==> src/rtl/wdt64_pkg.sv <==
package wdt64_pkg;

    localparam int DATA_W = 32;
    localparam int CNT_W  = 2 * DATA_W;
    localparam int KEY_W  = 16;

    localparam logic [7:0] OFS_CNT_LO = 8'h10;
    localparam logic [7:0] OFS_CNT_HI = 8'h14;
    localparam logic [7:0] OFS_LIM_LO = 8'h18;
    localparam logic [7:0] OFS_LIM_HI = 8'h1C;
    localparam logic [7:0] OFS_RUN    = 8'h20;
    localparam logic [7:0] OFS_MODE   = 8'h24;
    localparam logic [7:0] OFS_GUARD  = 8'h28;

    localparam logic [KEY_W-1:0] KEY_OPEN  = 16'hA5C6;
    localparam logic [KEY_W-1:0] KEY_CLOSE = 16'hDA7E;
    localparam logic [1:0]       MODE_WD64 = 2'b10;

    typedef enum logic [1:0] {
        ST_IDLE = 2'd0,
        ST_PRE  = 2'd1,
        ST_RUN  = 2'd2,
        ST_SVC  = 2'd3
    } wd_state_e;

    typedef struct packed {
        logic [1:0] tmode;
        logic       rel_hi;
        logic       rel_lo;
    } mode_cfg_t;

    function automatic logic [KEY_W-1:0] expected_key(wd_state_e s);
        return (s == ST_PRE || s == ST_SVC) ? KEY_CLOSE : KEY_OPEN;
    endfunction

    function automatic wd_state_e step_state(wd_state_e s);
        case (s)
            ST_IDLE: return ST_PRE;
            ST_PRE:  return ST_RUN;
            ST_RUN:  return ST_SVC;
            default: return ST_RUN;
        endcase
    endfunction

endpackage

==> src/rtl/wdt64_keyfsm.sv <==
module wdt64_keyfsm
    import wdt64_pkg::*;
(
    input  logic             clk,
    input  logic             rst,
    input  logic             key_wr,
    input  logic [KEY_W-1:0] key,
    input  logic             en_bit,
    input  logic             halted,
    output wd_state_e        state,
    output logic             key_bad,
    output logic             svc_done
);

    logic act;
    logic key_ok;
    logic advance;

    always_comb begin
        act      = key_wr && !halted;
        key_ok   = (key == expected_key(state));
        key_bad  = act && (state != ST_IDLE) && !key_ok;
        svc_done = act && (state == ST_SVC) && key_ok;
        advance  = act && key_ok && ((state != ST_IDLE) || en_bit);
    end

    always_ff @(posedge clk) begin
        if (rst)
            state <= ST_IDLE;
        else if (advance)
            state <= step_state(state);
    end

endmodule

==> src/rtl/wdt64_count.sv <==
module wdt64_count
    import wdt64_pkg::*;
(
    input  logic              clk,
    input  logic              rst,
    input  logic              run,
    input  logic              clear,
    input  logic [1:0]        wr_cnt,
    input  logic [1:0]        wr_lim,
    input  logic [1:0]        rel,
    input  logic [DATA_W-1:0] wdata,
    output logic [CNT_W-1:0]  cnt,
    output logic [CNT_W-1:0]  lim
);

    logic [CNT_W-1:0] cnt_nxt;

    always_comb begin
        cnt_nxt = run ? cnt + CNT_W'(1) : cnt;
        for (int h = 0; h < 2; h++) begin
            if (wr_cnt[h])
                cnt_nxt[h*DATA_W +: DATA_W] = wdata;
        end
        if (clear)
            cnt_nxt = '0;
        for (int h = 0; h < 2; h++) begin
            if (!rel[h])
                cnt_nxt[h*DATA_W +: DATA_W] = '0;
        end
    end

    always_ff @(posedge clk) begin
        if (rst)
            cnt <= '0;
        else
            cnt <= cnt_nxt;
    end

    for (genvar g = 0; g < 2; g++) begin : g_lim
        always_ff @(posedge clk) begin
            if (rst)
                lim[g*DATA_W +: DATA_W] <= '0;
            else if (wr_lim[g])
                lim[g*DATA_W +: DATA_W] <= wdata;
        end
    end

endmodule

==> src/rtl/wdt64_rstgen.sv <==
module wdt64_rstgen #(
    parameter int PULSE_LEN = 16
) (
    input  logic clk,
    input  logic rst,
    input  logic trip,
    output logic flag,
    output logic rst_out
);

    localparam int PW = $clog2(PULSE_LEN + 1);

    logic [PW-1:0] left;

    always_ff @(posedge clk) begin
        if (rst) begin
            flag <= 1'b0;
            left <= '0;
        end else if (trip && !flag) begin
            flag <= 1'b1;
            left <= PW'(PULSE_LEN);
        end else if (left != '0) begin
            left <= left - PW'(1);
        end
    end

    assign rst_out = (left != '0);

endmodule

==> src/rtl/wdt64_guard.sv <==
module wdt64_guard
    import wdt64_pkg::*;
#(
    parameter int ADDR_W    = 8,
    parameter int PULSE_LEN = 16
) (
    input  logic              clk,
    input  logic              rst,
    input  logic              bus_wr,
    input  logic [ADDR_W-1:0] bus_addr,
    input  logic [31:0]       bus_wdata,
    output logic [31:0]       bus_rdata,
    output logic              wd_rst_out
);

    wd_state_e        st;
    logic             key_bad;
    logic             svc_done;
    logic             flag;
    logic             unlocked;
    logic             armed;
    logic             run;
    logic             trip;
    logic [1:0]       run_mode;
    mode_cfg_t        mcfg;
    logic [CNT_W-1:0] cnt;
    logic [CNT_W-1:0] lim;
    logic [1:0]       wr_cnt;
    logic [1:0]       wr_lim;

    function automatic logic hit(logic [ADDR_W-1:0] a, logic [7:0] ofs);
        return a == ADDR_W'(ofs);
    endfunction

    assign unlocked = (st == ST_IDLE);
    assign armed    = (st == ST_RUN) || (st == ST_SVC);
    assign run      = (run_mode != 2'b00) && (mcfg.tmode == MODE_WD64)
                      && mcfg.rel_lo && mcfg.rel_hi;
    assign trip     = key_bad || (armed && (cnt >= lim));

    always_comb begin
        wr_cnt[0] = bus_wr && unlocked && hit(bus_addr, OFS_CNT_LO);
        wr_cnt[1] = bus_wr && unlocked && hit(bus_addr, OFS_CNT_HI);
        wr_lim[0] = bus_wr && unlocked && hit(bus_addr, OFS_LIM_LO);
        wr_lim[1] = bus_wr && unlocked && hit(bus_addr, OFS_LIM_HI);
    end

    always_ff @(posedge clk) begin
        if (rst) begin
            run_mode <= 2'b00;
            mcfg     <= '0;
        end else if (bus_wr && unlocked) begin
            if (hit(bus_addr, OFS_RUN))
                run_mode <= bus_wdata[7:6];
            if (hit(bus_addr, OFS_MODE))
                mcfg <= mode_cfg_t'(bus_wdata[3:0]);
        end
    end

    wdt64_keyfsm u_fsm (
        .clk      (clk),
        .rst      (rst),
        .key_wr   (bus_wr && hit(bus_addr, OFS_GUARD)),
        .key      (bus_wdata[31:16]),
        .en_bit   (bus_wdata[14]),
        .halted   (flag),
        .state    (st),
        .key_bad  (key_bad),
        .svc_done (svc_done)
    );

    wdt64_count u_cnt (
        .clk    (clk),
        .rst    (rst),
        .run    (run),
        .clear  (svc_done),
        .wr_cnt (wr_cnt),
        .wr_lim (wr_lim),
        .rel    ({mcfg.rel_hi, mcfg.rel_lo}),
        .wdata  (bus_wdata),
        .cnt    (cnt),
        .lim    (lim)
    );

    wdt64_rstgen #(.PULSE_LEN(PULSE_LEN)) u_rst (
        .clk     (clk),
        .rst     (rst),
        .trip    (trip),
        .flag    (flag),
        .rst_out (wd_rst_out)
    );

    always_comb begin
        bus_rdata = '0;
        if (hit(bus_addr, OFS_CNT_LO))     bus_rdata = cnt[DATA_W-1:0];
        else if (hit(bus_addr, OFS_CNT_HI)) bus_rdata = cnt[CNT_W-1:DATA_W];
        else if (hit(bus_addr, OFS_LIM_LO)) bus_rdata = lim[DATA_W-1:0];
        else if (hit(bus_addr, OFS_LIM_HI)) bus_rdata = lim[CNT_W-1:DATA_W];
        else if (hit(bus_addr, OFS_RUN))    bus_rdata = {24'h0, run_mode, 6'h0};
        else if (hit(bus_addr, OFS_MODE))   bus_rdata = {28'h0, mcfg};
        else if (hit(bus_addr, OFS_GUARD))  bus_rdata = {16'h0, flag, !unlocked, 14'h0};
    end

endmodule

==> config.mk <==
export PLATFORM = sky130hd
export DESIGN_NAME = wdt64_guard
export DESIGN_NICKNAME = d
export VERILOG_FILES = /design/src/rtl/wdt64_pkg.sv /design/src/rtl/wdt64_keyfsm.sv /design/src/rtl/wdt64_count.sv /design/src/rtl/wdt64_rstgen.sv /design/src/rtl/wdt64_guard.sv
export SDC_FILE = /design/constraint.sdc
export NUM_CORES = 1
export LEC_CHECK = 0
export BUFFER_PORTS_ARGS = -buffer_cell sky130_fd_sc_hd__clkbuf_2
export CAP_MARGIN = 10
export CORE_ASPECT_RATIO = 0.9
export CORE_MARGIN = 1
export CORE_UTILIZATION = 39
export DETAILED_ROUTE_END_ITERATION = 6
export PLACE_DENSITY_LB_ADDON = 0.1
export SYNTH_ARGS = -nofsm -noshare
export SYNTH_HDL_FRONTEND = slang
export SYNTH_HIERARCHICAL = 1
export SYNTH_SLANG_ARGS = --single-unit
==> constraint.sdc <==
create_clock -name clk -period 3.05 [get_ports clk]
set_input_delay 0.305 -clock clk [delete_from_list [all_inputs] [get_ports clk]]
set_output_delay 0.305 -clock clk [all_outputs]
set_load 0.05 [all_outputs]
---- Word level (Yosys, flattened, before mapping) ----
Index checks and enable logic that the tools add are counted.
storage, ports and cells
  latch bits .............................. 0
  memory bits (read-only) ................. 0
  word-level logic and storage cells ...... 80
  memories kept ........................... 0
  input port bits ......................... 43
  memory bits (writable) .................. 0
  output and inout bits ................... 33
  register bits after elaboration ......... 142
cells by class
  $lt $le $gt $ge ......................... 1
  bitwise logic cells ..................... 2
  reduce and logical (&&, ||, !) cells .... 37
  shift-type cells ........................ 0
  equality and inequality tests ........... 12
  multiply operators ...................... 0
  add/subtract/negate cells ............... 2
  divide/modulo/power cells ............... 0
  mux-type cells .......................... 14
operators with widths
  operator                                           count
  two-way mux 32 bit                                 6
  adder 64 x 1 -> 64 bit (second input constant)     1
  greater-or-equal comparator 64 bit                 1
  two-way mux 64 bit                                 1
  two-way mux 16 bit                                 3
  == test 8 x 5 -> 1 bit (second input constant)     4
  == test 8 x 6 -> 1 bit (second input constant)     3
  logical AND 1 bit                                  18
  == test 16 bit                                     1
  two-way mux 15 bit                                 1
  two-way mux 5 bit                                  2
  nonzero test 2 bit                                 5
  == test 2 bit (second input constant)              3
  OR reduction 3 bit                                 2
  nonzero test 5 bit                                 1
  subtractor 5 x 1 -> 5 bit (second input constant)  1
  logical OR 1 bit                                   4
  one-hot mux 2 bit (2 select lines)                 1
  AND reduction 2 bit                                2
  zero test 1 bit                                    3
  == test 2 x 1 -> 1 bit (second input constant)     1
  zero test 2 bit                                    1
  NOT 1 bit                                          2
  OR reduction 2 bit                                 1

---- Logic depth before layout (Yosys ltp) ----
Gate-level depths: netlist of run 1.
  depth after elaboration ................. 9
  mapped depth ............................ 13
  depth with buffers taken out ............ 13

---- Cells and area by module ----
Netlist of run 1, hierarchy kept.
modules (own cells, without submodules)
  module        times used  area each (sq um)  sequential area each (sq um)  cells each
  wdt64_count   1           6178.4             2562.5                        722
  wdt64_guard   1           2753.9             120.1                         397
  wdt64_rstgen  1           265.3              120.1                         28
  wdt64_keyfsm  1           219.0              40.0                          26

---- Worst setup path after synthesis of run 1 ----
No wires, ideal clock.
  path kind ............................... input to output
  from .................................... in bus_addr[1]
  to ...................................... out bus_rdata[3]
  path buffers ............................ 3
  path slack .............................. 0.300 ns
  arrival time ............................ 2.445 ns
  stages on the path ...................... 6
  data required time ...................... 2.745 ns
  cells stage by stage .................... or4_4 buf_6 or4_1 buf_6 buf_6 a31oi_1
between the ends
  cells in the longest elaborated chain, start to end .. 7
  elaborated cells between the ends (all ways) .. 12
  classes of those cells .................. eq/ne (6); mux (6)
RTL lines
  what                    RTL line            source
  from (decl)             wdt64_guard.sv:10   input logic [ADDR_W-1:0] bus_addr,
  == test 8 x 6 -> 1 bit  wdt64_guard.sv:32   return a == ADDR_W'(ofs);
  two-way mux 16 bit      wdt64_guard.sv:100  else if (hit(bus_addr, OFS_MODE)) bus_rdata = {28'h0, mcfg};
  two-way mux 16 bit      wdt64_guard.sv:99   else if (hit(bus_addr, OFS_RUN)) bus_rdata = {24'h0, run_mode, 6'h0};
  two-way mux 32 bit      wdt64_guard.sv:98   else if (hit(bus_addr, OFS_LIM_HI)) bus_rdata = lim[CNT_W-1:DATA_W];
  two-way mux 32 bit      wdt64_guard.sv:97   else if (hit(bus_addr, OFS_LIM_LO)) bus_rdata = lim[DATA_W-1:0];
  two-way mux 32 bit      wdt64_guard.sv:96   else if (hit(bus_addr, OFS_CNT_HI)) bus_rdata = cnt[CNT_W-1:DATA_W];
  two-way mux 32 bit (*)  wdt64_guard.sv:95   if (hit(bus_addr, OFS_CNT_LO)) bus_rdata = cnt[DATA_W-1:0];
  to (decl)               wdt64_guard.sv:12   output logic [31:0] bus_rdata,
Every way passes the cells marked *; elsewhere a longest branch is shown, timed or not.

---- Final worst setup path of run 1 ----
  from .................................... reg u_cnt.lim[14]
  to ...................................... reg u_rst.left[3]
between the ends
  cells in the longest elaborated chain, start to end .. 5
RTL lines
  what                                RTL line            source
  from (decl)                         wdt64_count.sv:13   output logic [CNT_W-1:0] lim
  from (signal, indexed assignment)   wdt64_count.sv:44   lim[g*DATA_W +: DATA_W] <= wdata;
  greater-or-equal comparator 64 bit  wdt64_guard.sv:39   assign trip = key_bad || (armed && (cnt >= lim));
  logical AND 1 bit                   wdt64_guard.sv:39
  logical OR 1 bit                    wdt64_guard.sv:39
  net trip                            wdt64_guard.sv:23   logic trip;
  logical AND 1 bit                   wdt64_rstgen.sv:19  end else if (trip && !flag) begin
  OR reduction 2 bit (no line)        n/a
  to (signal assigned)                wdt64_rstgen.sv:21  left <= PW'(PULSE_LEN);
  to (signal assigned)                wdt64_rstgen.sv:23  left <= left - PW'(1);
  to (decl)                           wdt64_rstgen.sv:13  logic [PW-1:0] left;
The timed path passes the listed nets, and every way through them passes these cells.
A chain may end at the register's enable or synchronous reset.

==> results by group, run 1 <==
Cells and area
  – Syn-to-layout area delta: 22.0%
  – Nets: 1401
  – Fraction of layout cells with a size suffix above 1: 16.6%
  – Antenna Cells: 0

Placed design
  – Post-DP HPWL: between 20000 and 30000 um
  – Port bufs: 75
  – Routability Congestion: 0.973
  – Post-placement worst setup slack: around 0.19 ns

Route
  – Drt wl/cell: 21.7 um
  – DRC: 9
  – Routed WL: 34900 um
  – Vias/cell: slightly below 6
  – Initial drt markers: 895
  – Drt first pass iters: 7
  – Final ANT Viol Nets: 0
  – Routed vias: 9467

Timing
  – Final Hold Vio Count: 0
  – Worst-margin pin slew: 0.881 ns
  – Slew Limit Fails: 0
  – Final setup viols: 0
  – Setup_tns: 0 ns
  – Final WS setup: about 0.21 ns
  – Slew HR: between 40 and 50%
  – Clock skew: 0.0142 ns
  – Period minus WS final: 2.84 ns
  – Max Clock Freq: 352 MHz
  – RSZ-0062 raised after global routing: false
  – Final period util: 93.0%

Logic synthesis
  – Commonest cells post-synth: dfxtp_1 (142), nor2_1 (136), a21oi_1 (79)
  – Synth area leader: dfxtp_1
  – Leading post-synthesis cells by cell area: dfxtp_1 (30%), ha_1 (8.8%), mux2i_1 (8.1%)
  – Fraction of registers with async set/reset: 0%
  – Synth Warn #: 6
  – Syn avg cell area: 8.03 um^2
  – Mapped Area: 9420 um^2
  – Post-synth EDFFs: 0
  – Post-synth net total: 1282
  – Sequential share of the synthesized area: 30.2%
  – Most common cell in the synthesized netlist: dfxtp_1
  – Synth cell types: 68
  – Post-synthesis sequential element count: 142
  – Ys flop type: dfxtp_1
  – Yosys top cell area share: around 30%
  – Synthesized instance count: 1173

Worst setup path
  – Crit-path leading delay family: simple AND/OR/NAND/NOR gates
  – Slowest stage cell, crit path: nor4b_1
  – R2r setup slk: between 0.2 and 0.25 ns
  – WP data arrival: 3.15 ns
  – CP max stage delay: around 0.39 ns
  – Worst-path cell chain: inv_1 -> ha_1 -> nand4_1 -> nor3_1 -> buf_4 -> nor4b_1 -> buf_4 -> o311ai_0 -> a41oi_1 -> nand2b_1 -> nand2b_1 -> nor3_1
  – Worst setup path category: flip-flop to flip-flop
  – Worst-path maximum fanout: 4
  – Crit end category: flip-flop
  – Worst path buffer plus inverter count: 3
  – Worst setup SP type: flip-flop
  – FF-to-FF path depth: 12
  – R2R Path End: u_rst/left[3]$_SDFFE_PP0P_
  – Critical path required time: 3.36 ns
  – Reg-to-Reg Start: u_cnt/lim[14]$_SDFFE_PP0P_

Run status
  – Failing checks: DRC
  – Status: finished with violations

Global routing
  – Global-route wire length before repair: 53900 um
  – Tot GR Track Use: 28.6%
  – GRT Residual Overflow: 0
  – Initial antenna violation count: 0
  – Vias in the first global route: roughly 8900
  – Largest net degree at the start of global routing: 77

Clock tree
  – CTS resizes: 0
  – Num CTS Buffers: 17
  – Setup Buffers After CTS: 0
  – Clock insertion delay at the later pin of the skew report: around 0.43 ns
  – Sink Count: roughly 140
  – # H-tree levels: 4
  – Post-CTS Hold Buffers: 0
  – Max clock buf depth: 2
  – Clock slew at reported path FFs: 0.06 ns
  – CTS tree: done
  – Clock Root Buffer: clkbuf_16

Hold path
  – Hold path cells: 3
  – Hold Path Sink: u_cnt/cnt[8]$_SDFFE_PP0P_
  – HP Start: bus_wdata[8]
  – Hold Path Class: input pin to flip-flop

Power
  – Cell leakage power: about 0.0041 uW
  – Gate power share: 6.9%
  – Clock share of power: 51.0%
  – Int Power: 3380 uW
  – Flop pwr share: between 40% and 50%
  – Switching Power: ~1100 uW
  – Switching Share: between 20% and 30%
  – Worst VDD drop: ~0.30 mV
  – Cell Pwr Density: about 400 nW/um^2

Die
  – Row count: 53
  – Die height: approximately 150 um
  – Initial Utilization: 40.0%
  – Area of the core: 23500 um^2
  – Die Wd: 166 um
  – Die ar.: between 20000 and 25000 um^2
  – I/O pin cnt: 76

Job
  – Max Cap Viol: 0
## worst max-delay path by stage
stage | from | end | slack [ns] | depth (start not counted)
2_1_floorplan | bus_addr[1] | bus_rdata[3] | 0.30 | 6
3_3_place_gp | u_cnt/cnt[0]$_SDFFE_PP0P_ | u_rst/left[1]$_SDFFE_PP0P_ | 0.17 | 12
3_5_place_dp | u_cnt/cnt[0]$_SDFFE_PP0P_ | u_rst/left[1]$_SDFFE_PP0P_ | 0.19 | 12
4_1_cts | u_cnt/cnt[0]$_SDFFE_PP0P_ | u_rst/left[1]$_SDFFE_PP0P_ | 0.15 | 12
5_1_grt | u_cnt/lim[14]$_SDFFE_PP0P_ | u_rst/left[0]$_SDFFE_PP0P_ | 0.03 | 12
6_report | u_cnt/lim[14]$_SDFFE_PP0P_ | u_rst/left[3]$_SDFFE_PP0P_ | 0.21 | 12
## sequential cells by signal, indices dropped and copies added (netlist names)
signal,count
u_rst/flag,1
mcfg,4
u_cnt/cnt,64
u_fsm/state,2
u_rst/left,5
u_cnt/lim,64
run_mode,2
## power by group through the flow
stage	combinational [uW]	sequential, uW	clock [uW]
after floorplan	186	1930	0
after global placement	308	1940	0
after detailed placement	309	1940	0
after CTS	312	1890	2330
after global routing	329	1900	2410
final	308	1890	2290
## cells by family (layout without fill, tap and decap cells)
kind of cell               Yosys count  in the layout  synth area share, %
muxes                               79             79                 8.44
AOI/OAI and AO/OA                  250            250                 17.1
adders and majority gates           66             66                 8.77
and+or+nand+nor                    464            464                 26.2
DFF                                142            142                 30.2
xor gates and xnor gates            36             36                 3.35
buffers and inverters              136            268                 5.94
## metrics by stage
| step | cells | power, uW | util (%) | cell area (um^2) | hold WS, ns |
|---|---|---|---|---|---|
| final | 1607 | 4490 | 48.8 | 11500 | 0.165 |
| after global routing | 1607 | 4630 | 48.8 | 11500 | 0.166 |
| after CTS | 1607 | 4530 | 48.8 | 11500 | 0.163 |
| after detailed placement | 1575 | 2250 | 46.1 | 10900 | 0.464 |
| after global placement | 1575 | 2240 | 46.1 | 10900 | 0.462 |
| after floorplan | 1173 | 2120 | - | 9420 | 0.374 |
## cell type report
class | instances | area [um^2]
clock buffers | 20 | 447
flip-flops and latches | 142 | 2840
well taps | 302 | 378
inverters | 78 | 293
clock inverters | 12 | 184
fillers | 2374 | 12000
multi-input cells | 895 | 6040
repair buffers | 158 | 1300
## metal layers
layer	part of all wire, %	wire [um]	up-vias	global-route usage [%]
li1	-	-	4573	-
met1	47	16200	4508	39.1
met2	45	15600	340	46.7
met3	6.6	2310	46	4.52
met4	2.0	686	0	8.04
met5	0	0	-	0
## layout by cell type (no fill, tap or decap), types with 13 or more instances in the layout
master and count:
dfxtp_1 142, nor2_1 135, a21oi_1 79, buf_4 79, mux2i_1 76, inv_1 75, nand2_1 73, ha_1 66
clkbuf_2 58, o21ai_0 56, nand3_1 49, nand4_1 45, a22oi_1 29, nor4_1 25, or4_1 24, nor3_1 24
xnor2_1 24, buf_12 21, a31oi_1 19, a222oi_1 17, clkbuf_16 17, or3_1 13
## worst min-delay path, cell delays in order
cell and delay, ns:
clkbuf_2 0.12, nand2_1 0.06, a21oi_1 0.05
Note: power is estimated with default switching activity, not from simulation.
==> run 2: changes to the inputs <==
--- a/constraint.sdc
+++ b/constraint.sdc
@@ -3,2 +3,2 @@
 set_output_delay 0.305 -clock clk [all_outputs]
-set_load 0.05 [all_outputs]
+set_load 0.005 [all_outputs]
==> results by group, run 2 (synthesis gave the netlist of run 1 again) <==
Clock tree
  – Max clock buf depth: 2 (unchanged)
  – # H-tree levels: 4 (unchanged)
  – Post-CTS Hold Buffers: 0 (unchanged)
  – Clock slew at reported path FFs: 0.06 ns (about the same)
  – CTS tree: done
  – Clock insertion delay at the later pin of the skew report: 0.44 ns (about the same)
  – Clock Root Buffer: clkbuf_16
  – Sink Count: 142 (unchanged)
  – Num CTS Buffers: 17 (unchanged)

Worst setup path
  – CP max stage delay: 0.38 ns (about the same)
  – Critical path required time: 3.36 ns (about the same)
  – WP data arrival: 3.12 ns (-0.03 ns)
  – Worst-path cell chain: inv_1 -> ha_1 -> nand4_1 -> nor3_1 -> buf_4 -> nor4b_1 -> buf_4 -> o311ai_0 -> a41oi_1 -> nand2b_1 -> nand2b_1 -> nor3_1
  – Worst setup path category: flip-flop to flip-flop
  – Slowest stage cell, crit path: dfxtp_1
  – Worst-path maximum fanout: 4 (unchanged)
  – Worst setup SP type: flip-flop
  – Crit end category: flip-flop

Cells and area
  – Most common cell after layout, fill and taps aside: dfxtp_1
  – Area taken by multi-input logic gates: 6040 um^2 (unchanged)
  – Antenna Cells: 0 (unchanged)
  – # fillers: 2397 (+0.97%)
  – Nets: 1393 (-0.57%)
  – Commonest cells after routing, fill and taps aside: dfxtp_1 (142), nor2_1 (135), a21oi_1 (79), mux2i_1 (76)
  – Register area: 2840 um^2 (unchanged)
  – Fraction of layout cells with a size suffix above 1: 16.3% (-0.36 points)
  – Fin cells: 1599 (-0.50%)
  – Syn-to-layout area delta: 18.2%
  – Regs by FF count: u_cnt/cnt x64, u_cnt/lim x64, u_rst/left x5

Route
  – Routed vias: 9575 (+1.1%)
  – Routed WL: 34600 um (-0.80%)
  – Vias/cell: 5.99 (+1.6%)
  – Final ANT Viol Nets: 0 (unchanged)
  – DRC: 9 (unchanged)
  – Initial drt markers: 954 (+6.6%)
  – Drt first pass iters: 7 (unchanged)
  – Drt wl/cell: 21.6 um (-0.31%)

Global routing
  – Largest net degree at the start of global routing: 77 (unchanged)
  – Vias in the first global route: 8856 (-0.21%)
  – GRT Residual Overflow: 0 (unchanged)
  – Global-route wire length before repair: 53800 um (-0.17%)
  – Initial antenna violation count: 0 (unchanged)
  – Tot GR Track Use: 28.6% (about the same)

Timing
  – Final WS setup: 0.248 ns (+0.0355 ns)
  – Worst-margin pin slew: 0.876 ns (-0.00530 ns)
  – Final setup viols: 0 (unchanged)
  – Slew Limit Fails: 0 (unchanged)
  – Period minus WS final: 2.80 ns (-0.0355 ns)
  – Max Clock Freq: 357 MHz (+1.3%)
  – Setup_tns: 0 ns (unchanged)
  – Final period util: 91.9% (-1.2 points)
  – Clock skew: 0.0154 ns (+0.00122 ns)
  – Final Hold Vio Count: 0 (unchanged)
  – RSZ-0062 raised after global routing: false
  – Slew HR: 41.6% (+0.35 points)

Power
  – Cell Pwr Density: 387 nW/um^2 (-0.99%)
  – Int Power: 3190 uW (-5.6%)
  – Switching Power: 1110 uW (+0.53%)
  – Clock share of power: 49.8% (-1.2 points)
  – Flop pwr share: 44.0% (+1.8 points)
  – Cell leakage power: 0.00397 uW (-3.2%)
  – Worst VDD drop: 0.258 mV (-13%)
  – Switching Share: 25.8% (+1.2 points)
  – Gate power share: 6.2% (-0.7 points)

Run status
  – Failing checks: DRC
  – Status: finished with violations

Hold path
  – Hold Path Class: input pin to flip-flop

Placed design
  – Dpl cells: 1567 (-0.51%)
  – Post-DP HPWL: 26000 um (+1.0%)
  – Post-placement worst setup slack: 0.171 ns (-0.0155 ns)
  – Routability Congestion: 1.04 (+6.9%)
  – Port bufs: 75 (unchanged)

Die
  – I/O pin cnt: 76 (unchanged)
  – Die Wd: 166 um (unchanged)
  – Row count: 53 (unchanged)
  – Die height: 149 um (unchanged)
  – Area of the core: 23500 um^2 (unchanged)
  – Die ar.: 24800 um^2 (unchanged)
  – Initial Utilization: 40.0% (unchanged)

Job
  – Max Cap Viol: 0 (unchanged)
run 2: cell count changes in the layout (fill, tap and decap cells not counted), sizes merged:
cell      previous run  this run
bufinv               4         2
clkbuf              78        92
clkinvlp             2         5
inv                 80        82
buf                100        75
run 2: power by group through the flow:
stage | clock, uW | combinational (uW) | sequential (uW)
after global routing | 2240 | 296 | 1900
after CTS | 2180 | 272 | 1890
after global placement | 0 | 271 | 1940
final | 2140 | 269 | 1890
after floorplan | 0 | 153 | 1930
after detailed placement | 0 | 271 | 1940
run 2: routing by layer:
metal | track usage, % | vias to the layer above | part of all wire, %
met5 | 0 | - | 0
met4 | 7.85 | 0 | 1.9
met3 | 4.63 | 43 | 7.0
met2 | 45.6 | 407 | 44
met1 | 40.0 | 4560 | 47
li1 | - | 4565 | -
run 2: worst paths after layout:
check                                  start                          to  slack [ns]  cells after the start
setup / recovery  u_cnt/lim[15]$_SDFFE_PP0P_  u_rst/left[2]$_SDFFE_PP0P_        0.25                     12
hold / removal                  bus_wdata[8]   u_cnt/cnt[8]$_SDFFE_PP0P_        0.16                      3
setup reg to reg  u_cnt/lim[15]$_SDFFE_PP0P_  u_rst/left[2]$_SDFFE_PP0P_        0.25                     12
hold reg to reg     run_mode[0]$_SDFFE_PP0P_    run_mode[0]$_SDFFE_PP0P_        0.48                      2
run 2: cell type report:
type,count,area share (%)
Multi-Input combinational cell,895,54.3
Sequential cell,142,25.5
Timing Repair Buffer,150,8.88
Clock buffer,17,3.82
Tap cell,302,3.39
Inverter,78,2.63
Clock inverter,15,1.44
run 2: worst max-delay path: cells and delay by family, from the launching register on:
kind,cells,cell delay (ns)
fa+ha+maj,1,0.30
simple gates,6,1.12
buf+inv,3,0.40
flops,1,0.38
compound gates,2,0.47
run 2: timing repair:
action | 4_1_cts | 5_1_grt
hold endpoints to repair | 0 | 0
setup endpoints to repair | 0 | 4
buffers inserted | 0 | 0
gates resized for setup | 0 | 2
run 2: per-stage QoR:
| step | total power, uW | utilization (%) | area (um^2) | hold WS [ns] |
|---|---|---|---|---|
| 2_1_floorplan | 2090 | - | 9420 | 0.374 |
| 3_3_place_gp | 2210 | 44.8 | 10500 | 0.466 |
| 3_5_place_dp | 2210 | 44.8 | 10500 | 0.470 |
| 4_1_cts | 4340 | 47.3 | 11100 | 0.143 |
| 5_1_grt | 4430 | 47.3 | 11100 | 0.149 |
| 6_report | 4310 | 47.3 | 11100 | 0.156 |
